**config.mk**
```make
export PLATFORM = sky130hd
export DESIGN_NAME = dslot_branch_ctl
export DESIGN_NICKNAME = d
export VERILOG_FILES = /design/src/rtl/bcc_pkg.sv /design/src/rtl/bcc_tflag.sv /design/src/rtl/bcc_target.sv /design/src/rtl/bcc_seq.sv /design/src/rtl/dslot_branch_ctl.sv
export SDC_FILE = /design/constraint.sdc
export NUM_CORES = 1
export LEC_CHECK = 0
export ABC_CLOCK_PERIOD_IN_PS = 1950
export BUFFER_PORTS_ARGS = -buffer_cell sky130_fd_sc_hd__clkbuf_2
export CAP_MARGIN = 20
export CORE_UTILIZATION = 52
export DETAILED_ROUTE_END_ITERATION = 7
export PLACE_DENSITY_LB_ADDON = 0.05
export SLEW_MARGIN = 20
export SYNTH_ARGS = -nofsm -noshare
export SYNTH_HDL_FRONTEND = slang
export SYNTH_SLANG_ARGS = --single-unit
```
**constraint.sdc**
```tcl
create_clock -name clk -period 1.95 [get_ports clk]
set_clock_uncertainty 0.05 [all_clocks]
set_input_delay 0 -clock clk [delete_from_list [all_inputs] [get_ports clk]]
set_output_delay 0 -clock clk [all_outputs]
set_load 0.05 [all_outputs]
```
**src/rtl/bcc_pkg.sv**
```systemverilog
package bcc_pkg;
  typedef enum logic [2:0] {
    OPC_OTHER = 3'd0,
    OPC_CMPEQ = 3'd1,
    OPC_CMPGE = 3'd2,
    OPC_JUMP  = 3'd3,
    OPC_IFT   = 3'd4,
    OPC_IFF   = 3'd5,
    OPC_SPR6  = 3'd6,
    OPC_SPR7  = 3'd7
  } opc_e;

  function automatic logic opc_is_cmp(opc_e c);
    return (c == OPC_CMPEQ) || (c == OPC_CMPGE);
  endfunction

  function automatic logic opc_is_branch(opc_e c);
    return (c == OPC_JUMP) || (c == OPC_IFT) || (c == OPC_IFF);
  endfunction
endpackage

```
**src/rtl/bcc_tflag.sv**
```systemverilog
module bcc_tflag
  import bcc_pkg::*;
#(
  parameter int DATA_W = 32
) (
  input  logic              clk,
  input  logic              rst_n,
  input  logic              issue_i,
  input  opc_e              opc_i,
  input  logic [DATA_W-1:0] a_i,
  input  logic [DATA_W-1:0] b_i,
  output logic              t_o
);
  logic t_q, t_d, t_en;

  always_comb begin
    t_en = issue_i && opc_is_cmp(opc_i);
    if (opc_i == OPC_CMPGE) t_d = ($signed(a_i) >= $signed(b_i));
    else                    t_d = (a_i == b_i);
  end

  always_ff @(posedge clk or negedge rst_n) begin
    if (!rst_n)    t_q <= 1'b0;
    else if (t_en) t_q <= t_d;
  end

  assign t_o = t_q;

  AST_T_KEEP: assert property (@(posedge clk) disable iff (!rst_n)
    (!issue_i || !opc_is_cmp(opc_i)) |=> $stable(t_q));
  AST_EQ_SETS: assert property (@(posedge clk) disable iff (!rst_n)
    (issue_i && opc_i == OPC_CMPEQ && a_i == b_i) |=> t_q);
  AST_GE_CLEARS: assert property (@(posedge clk) disable iff (!rst_n)
    (issue_i && opc_i == OPC_CMPGE && $signed(a_i) < $signed(b_i)) |=> !t_q);
endmodule

```
**src/rtl/bcc_target.sv**
```systemverilog
module bcc_target #(
  parameter int ADDR_W = 32,
  parameter int DISP_W = 8
) (
  input  logic [ADDR_W-1:0] pc_i,
  input  logic [DISP_W-1:0] disp_i,
  output logic [ADDR_W-1:0] seq_o,
  output logic [ADDR_W-1:0] tgt_o
);
  localparam int EXT_W = ADDR_W - DISP_W;
  localparam logic [ADDR_W-1:0] INSN_BYTES = ADDR_W'(2);

  logic [ADDR_W-1:0] disp_ext;

  always_comb begin
    disp_ext = {{EXT_W{disp_i[DISP_W-1]}}, disp_i};
    seq_o    = pc_i + INSN_BYTES;
    tgt_o    = seq_o + {disp_ext[ADDR_W-2:0], 1'b0};
  end
endmodule

```
**src/rtl/bcc_seq.sv**
```systemverilog
module bcc_seq
  import bcc_pkg::*;
#(
  parameter int              ADDR_W    = 32,
  parameter logic [ADDR_W-1:0] RESET_VEC = 'h100
) (
  input  logic              clk,
  input  logic              rst_n,
  input  logic              issue_i,
  input  opc_e              opc_i,
  input  logic              t_i,
  input  logic [ADDR_W-1:0] seq_i,
  input  logic [ADDR_W-1:0] tgt_i,
  output logic [ADDR_W-1:0] pc_o,
  output logic              slot_o,
  output logic              squash_o,
  output logic              illegal_o
);
  logic [ADDR_W-1:0] pc_q, pc_d, pend_q, pend_d;
  logic              slot_q, slot_d, squash_q, squash_d, illegal_q, illegal_d;
  logic              take;

  always_comb begin
    pc_d      = pc_q;
    pend_d    = pend_q;
    slot_d    = slot_q;
    squash_d  = 1'b0;
    illegal_d = 1'b0;
    take      = 1'b0;
    if (issue_i) begin
      if (slot_q) begin
        pc_d      = pend_q;
        slot_d    = 1'b0;
        illegal_d = opc_is_branch(opc_i);
      end else begin
        unique case (opc_i)
          OPC_JUMP: begin
            pc_d   = seq_i;
            pend_d = tgt_i;
            slot_d = 1'b1;
          end
          OPC_IFT, OPC_IFF: begin
            take     = (opc_i == OPC_IFT) ? t_i : !t_i;
            pc_d     = take ? tgt_i : seq_i;
            squash_d = take;
          end
          default: pc_d = seq_i;
        endcase
      end
    end
  end

  always_ff @(posedge clk or negedge rst_n) begin
    if (!rst_n) begin
      pc_q   <= RESET_VEC;
      pend_q <= RESET_VEC;
      slot_q <= 1'b0;
    end else if (issue_i) begin
      pc_q   <= pc_d;
      pend_q <= pend_d;
      slot_q <= slot_d;
    end
  end

  always_ff @(posedge clk or negedge rst_n) begin
    if (!rst_n) begin
      squash_q  <= 1'b0;
      illegal_q <= 1'b0;
    end else begin
      squash_q  <= squash_d;
      illegal_q <= illegal_d;
    end
  end

  assign pc_o      = pc_q;
  assign slot_o    = slot_q;
  assign squash_o  = squash_q;
  assign illegal_o = illegal_q;

  AST_SLOT_AFTER_JUMP: assert property (@(posedge clk) disable iff (!rst_n)
    (issue_i && !slot_q && opc_i == OPC_JUMP) |=> slot_q);
  AST_SLOT_SINGLE: assert property (@(posedge clk) disable iff (!rst_n)
    (issue_i && slot_q) |=> !slot_q);
  AST_ILLEGAL_IN_SLOT: assert property (@(posedge clk) disable iff (!rst_n)
    (issue_i && slot_q && opc_is_branch(opc_i)) |=> illegal_q);
  AST_NO_ILLEGAL_OUTSIDE: assert property (@(posedge clk) disable iff (!rst_n)
    (!issue_i || !slot_q) |=> !illegal_q);
  AST_SQUASH_NOT_SLOT: assert property (@(posedge clk) disable iff (!rst_n)
    squash_q |-> !slot_q);
  AST_STALL_HOLDS: assert property (@(posedge clk) disable iff (!rst_n)
    !issue_i |=> ($stable(pc_q) && $stable(slot_q) && !squash_q && !illegal_q));
  AST_PC_EVEN: assert property (@(posedge clk) disable iff (!rst_n)
    issue_i |=> (pc_q[0] == $past(pc_q[0])));
endmodule

```
**src/rtl/dslot_branch_ctl.sv**
```systemverilog
module dslot_branch_ctl
  import bcc_pkg::*;
#(
  parameter int                ADDR_W    = 32,
  parameter int                DATA_W    = 32,
  parameter int                DISP_W    = 8,
  parameter logic [ADDR_W-1:0] RESET_VEC = 'h100
) (
  input  logic              clk,
  input  logic              rst_n,
  input  logic              issue_i,
  input  logic [2:0]        op_class_i,
  input  logic [DATA_W-1:0] opnd_a_i,
  input  logic [DATA_W-1:0] opnd_b_i,
  input  logic [DISP_W-1:0] disp_i,
  output logic [ADDR_W-1:0] fetch_addr_o,
  output logic              t_flag_o,
  output logic              delay_slot_o,
  output logic              squash_o,
  output logic              illegal_o
);
  logic              rst_meta_q, rst_sync_q;
  logic [ADDR_W-1:0] seq_addr, tgt_addr;
  opc_e              opc;

  always_ff @(posedge clk or negedge rst_n) begin
    if (!rst_n) begin
      rst_meta_q <= 1'b0;
      rst_sync_q <= 1'b0;
    end else begin
      rst_meta_q <= 1'b1;
      rst_sync_q <= rst_meta_q;
    end
  end

  assign opc = opc_e'(op_class_i);

  bcc_tflag #(.DATA_W(DATA_W)) u_tflag (
    .clk(clk), .rst_n(rst_sync_q), .issue_i(issue_i), .opc_i(opc),
    .a_i(opnd_a_i), .b_i(opnd_b_i), .t_o(t_flag_o)
  );

  bcc_target #(.ADDR_W(ADDR_W), .DISP_W(DISP_W)) u_target (
    .pc_i(fetch_addr_o), .disp_i(disp_i), .seq_o(seq_addr), .tgt_o(tgt_addr)
  );

  bcc_seq #(.ADDR_W(ADDR_W), .RESET_VEC(RESET_VEC)) u_seq (
    .clk(clk), .rst_n(rst_sync_q), .issue_i(issue_i), .opc_i(opc),
    .t_i(t_flag_o), .seq_i(seq_addr), .tgt_i(tgt_addr),
    .pc_o(fetch_addr_o), .slot_o(delay_slot_o),
    .squash_o(squash_o), .illegal_o(illegal_o)
  );

  AST_RESET_VEC_EVEN: assert property (@(posedge clk) disable iff (!rst_sync_q)
    fetch_addr_o[0] == 1'b0);
endmodule

```
Yosys cells after proc, flatten, opt, wreduce, memory -nomap -nowiden. Cells that the tools add are included. W data, S select, Z words.

Word-level logic and storage cells: 37. Flip-flop bits (word level): 70. Output and inout bits: 36. Input port bits: 78.

Add/sub/neg operators: 2. Muxes and demuxes: 12. Bitwise operators: 1. Reduce and logical (&&, ||, !) cells: 7. Magnitude comparators: 1. Equality and inequality tests: 6.

Operators by type and width (count): $mux W32 (3); $add A32 B2 Y32 const B (1); $add A32 B32 Y32 (1); $eq A32 B32 Y1 (1); $ge A32 B32 Y1 (1); $mux W1 (9); $eq A3 B2 Y1 const B (2); $eq A3 B3 Y1 const B (2); $eq A3 B1 Y1 const B (1); $logic_or A1 B1 Y1 (3); $reduce_and A3 Y1 (1); $reduce_or A2 Y1 (1); $logic_and A1 B1 Y1 (1); $logic_not A1 Y1 (1); $not A1 Y1 (1).

Depth between registers and ports, before layout.
Depth in word-level cells: 5. Depth in mapped cells: 19. Mapped depth without buffers: 17.

Cells and area by module. From an unflattened synthesis, not the netlist that was laid out.

Cells, all modules: 731. Area, all modules: 6535.0 um^2.

By module, submodules not included: bcc_seq (instances 1, area an instance 3402.0 um^2, sequential area each 1679.1 um^2, cells each 303); bcc_target (instances 1, area an instance 2195.9 um^2, sequential area each 0.0 um^2, cells each 301); bcc_tflag (instances 1, area an instance 883.3 um^2, sequential area each 25.0 um^2, cells each 124); dslot_branch_ctl (instances 1, area an instance 53.8 um^2, sequential area each 50.0 um^2, cells each 3).

Least setup slack after synthesis. No wires, ideal clock.

Path kind: register to register. Start: register u_seq.pc_q[1] (netlist: u_seq.pc_o[1]). End: register u_seq.pend_q[30]. Path buffers: 2. Clock period less this slack: 4.332 ns. Data required time: 1.805 ns. Arrival: 4.186 ns. Stages on the path, launching flop included: 18. Path slack: -2.382 ns. Library setup time: 0.095 ns. Cells stage by stage: dfrtp_1 > ha_1 > and3_1 > nand3_1 > nor2_1 > and3_1 > clkbuf_1 > and2_1 > nand3_1 > xnor2_1 > ha_1 > clkbuf_1 > nand2_1 > nor3_1 > nor4bb_1 > o21ai_0 > and3_1 > o31ai_1.

Cells in the longest elaborated chain, start to end: 2.

Ends and longest elaborated chain: from (decl) (RTL line bcc_seq.sv:19) `logic [ADDR_W-1:0] pc_q, pc_d, pend_q, pend_d;`; from (signal assigned) (RTL line bcc_seq.sv:59) `pc_q <= pc_d;`; $add A32 B2 Y32 (RTL line bcc_target.sv:17) `seq_o = pc_i + INSN_BYTES;`; $add A32 B32 Y32 (RTL line bcc_target.sv:18) `tgt_o = seq_o + {disp_ext[ADDR_W-2:0], 1'b0};`; to (signal assigned) (RTL line bcc_seq.sv:60) `pend_q <= pend_d;`; to (decl) (RTL line bcc_seq.sv:19).

Every way passes these cells. A chain may end at the register's enable or synchronous reset.

Worst setup path in the final report.
Start: register u_seq.pc_q[1] (netlist: u_seq.pc_o[1]). End: register u_seq.pc_q[25] (netlist: u_seq.pc_o[25]).

Cells in the longest elaborated chain, start to end: 5.

Ends and longest elaborated chain: $add A32 B2 Y32 (*) (RTL line bcc_target.sv:17); $add A32 B32 Y32 (RTL line bcc_target.sv:18); $mux W32 (RTL line bcc_seq.sv:44) `pc_d = take ? tgt_i : seq_i;`; $mux W32 (*) (RTL line bcc_seq.sv:36) `unique case (opc_i)`; $mux W32 (*) (RTL line bcc_seq.sv:31) `if (slot_q) begin`.

Mark *: on every way between the ends. The rest lies on a longest branch, timed or not.

==> results.toml <==
[outcome]
status = "finished, violations left"
violations = "design-rule violations, negative setup slack"

[yosys]
synth_edf_count = 0
synth_seq_cells = 70
synthCells = 779
syn_nets = 928
yosys.area.top_type_share = 0.270
async_reset_ff_frac = 1.00
syn_avg_cell_area_um2 = 8.09
syn-cell-area_mm2 = 0.00630
ys_seq_area_frac = 0.278
synth_area_leaders = "dfrtp_1 (27%), ha_1 (14%), o21ai_0 (6.1%)"
yosys-top-cells-count = "nand2_1 (102), o21ai_0 (77), ha_1 (70)"
yosysWarningCount = 0
yosysMostFrequentCell = "nand2_1"
yosys_most_used_dff = "dfrtp_1"
post-synth-top-area-cell = "dfrtp_1"
synth.distinct_cells = 62

[route]
drc = 2
vias_per_cell = 6.22
dr.pass1.iters = 8
num_vias = 7842
wl_per_cell_um = 20.4
drt_iter0_markers = 727
final_antenna_net_count = 0
wirelength_um = 25700

[placement]
hpwl_um = 15500
place.gp.congestion = 0.919
place_area_mm2 = 0.00856
io_buffers = 113
dp_worst_setup_slack_ps = -1780
placedCellCount = 1199

[floorplan]
die_area_mm2 = 0.0126
die_w_um = 112
io_pins = 114
initial_core_util = 0.542
rows = 39
die_h_um = 112
coreArea_mm2 = 0.0116

[critical_path]
end_kind = "flop"
slowest_delay_ps = 420
critPathArrivalTime_ps = 4010
path_class = "reg2reg"
r2r-start = "u_seq.pc_o[1]"
cp.required_ps = 2140
critPathBufInv = 1
crit_family = "compound AO/OA/AOI/OAI gates"
cp_max_fo = 5
worstSetupEndpoint = "u_seq.pc_o[25]"
path_cells = "nand2_1 > nor3_1 > buf_4 > nand4_1 > xnor2_2 > ha_4 > a21oi_1 > o21ai_0 > a21oi_2 > a31oi_4 > a41o_1 > a221o_1 > a211oi_4 > xnor2_2 > a221o_1"
reg2reg_depth = 15
slowest_stage = "dfrtp_2"
worstReg2RegEnd = "u_seq.pc_o[25]"
crit_cells = 15
ff2ff_setup_slack_ps = -1870
cp-startpoint = "u_seq.pc_o[1]"
cp-start-kind = "flop"

[flow_run]
cap_violations = 0

[sta]
hold_viol = 0
fmax_ghz = 0.262
rsz0062_at_grt = "yes"
fin_ws_ps = -1870
worst_slew_pin_slew_ps = 516
relSlewSlack = 0.656
slew_viol_final = 0
setup_tns_ps = -74800
setup_viol = 58
fin_crit_ps = 3820
period_share = 1.96
hold_slack_ps = 22.0

[min_path]
holdCritPathClass = "in2reg"

[finish]
num_antenna_cells = 0
fill_cells = 596
post-route-util = 0.875
final_area_mm2 = 0.0102
layout-drive-gt1-share = 0.468
nets = 1261
syn_to_final_growth_pct = 61.3
fin_cells = 1260

[pwr]
p_leak_nw = 5.22
power_density_mw_per_mm2 = 1650
ir_worst_vdd_mv = 1.13
finalPower_mw = 16.8

[global_routing]
grt_pass1_vias = 7712
grt_usage = 0.369
grt_antenna_before_repair = 0
grt_max_degree = 69
grt-ovfl-total = 0
grt_pass1_wl_um = 36800

[clock_network]
htree_levels = 3
cts_tree = "built"
clock_sinks = 70
clk_pin_slew_ps = 60
clk_root_buffer_cell = "clkbuf_16"
insertion_delay_ps = 350
cts_buffers = 9
cts_buffer_depth = 2
## placed cells by master (no fill, tap or decap), types with 17 or more instances in the layout
cell / count
nand2_1: 93
inv_1: 49
o21ai_1: 33
nand4_1: 17
nor2_1: 34
a21oi_1: 32
o21ai_0: 34
dfrtp_1: 56
buf_4: 206
a21o_1: 30
buf_6: 26
clkbuf_2: 113
ha_1: 62
a21oi_2: 20
## worst min-delay path by stage
stage	start	endpoint	slack, ps	cells past startpoint
2_1_floorplan	rst_n	rst_meta_q	-350	0
3_3_place_gp	rst_n	rst_meta_q	-260	1
3_5_place_dp	rst_n	rst_meta_q	-260	1
4_1_cts	op_class_i[1]	u_seq.illegal_o	20	3
5_1_grt	op_class_i[1]	u_seq.illegal_o	50	3
6_report	op_class_i[1]	u_seq.illegal_o	20	3
## registers in the layout (all words and copies together), names as in the netlist
signal,count
u_seq.illegal_o,1
u_tflag.t_o,1
u_seq.slot_o,1
u_seq.pc_o,32
u_seq.squash_o,1
u_seq.pend_q,32
rst_sync_q,1
rst_meta_q,1
## where the power goes
group	total [mW]	internal, mW	switching (mW)
clock	1.60	0.929	0.671
sequential	2.59	2.11	0.484
combinational	12.6	5.79	6.81
## tightest hold or removal path: stages
cell	delay (ps)
clkbuf_2	100
nand2b_1	180
a21oi_1	90
## logic make-up (layout without fill, tap and decap cells)
group,count (synthesis),in the layout,share of synthesized area
AOI/OAI and AO/OA,246,246,0.253
and+or+nand+nor,237,237,0.177
buffers and inverters,87,425,0.0524
adders and majority gates,71,71,0.142
DFF,70,70,0.278
xor gates and xnor gates,58,58,0.0806
muxes,9,9,0.0157
other,1,1,0.000595
## cell type report
cell class              count  area, um^2  share of cell area
multi-input cells         622        5170               0.509
clock buffers              14         264              0.0260
inverters                  54         205              0.0202
repair buffers            355        2550               0.251
clock inverters             2        10.0            0.000985
flip-flops and latches     70        1770               0.174
well taps                 143         179              0.0176
## per-layer routing
metal  track usage  wire length, um  up-vias  part of all wire
li1              -                -     3466                 -
met1         0.437             9820     3761              0.38
met2         0.651            12400      473              0.48
met3        0.0729             2060      142             0.080
met4         0.164             1390        0             0.054
met5             0                0        -                 0
## timing repair
action,in CTS,in global routing
resized for setup,111,98
setup endpoints to repair,57,59
setup buffers,30,20
hold buffers,5,0
pin swaps,66,66
endpoints found under the hold margin,5,0
No activity file was read; power rests on OpenSTA's default activity.
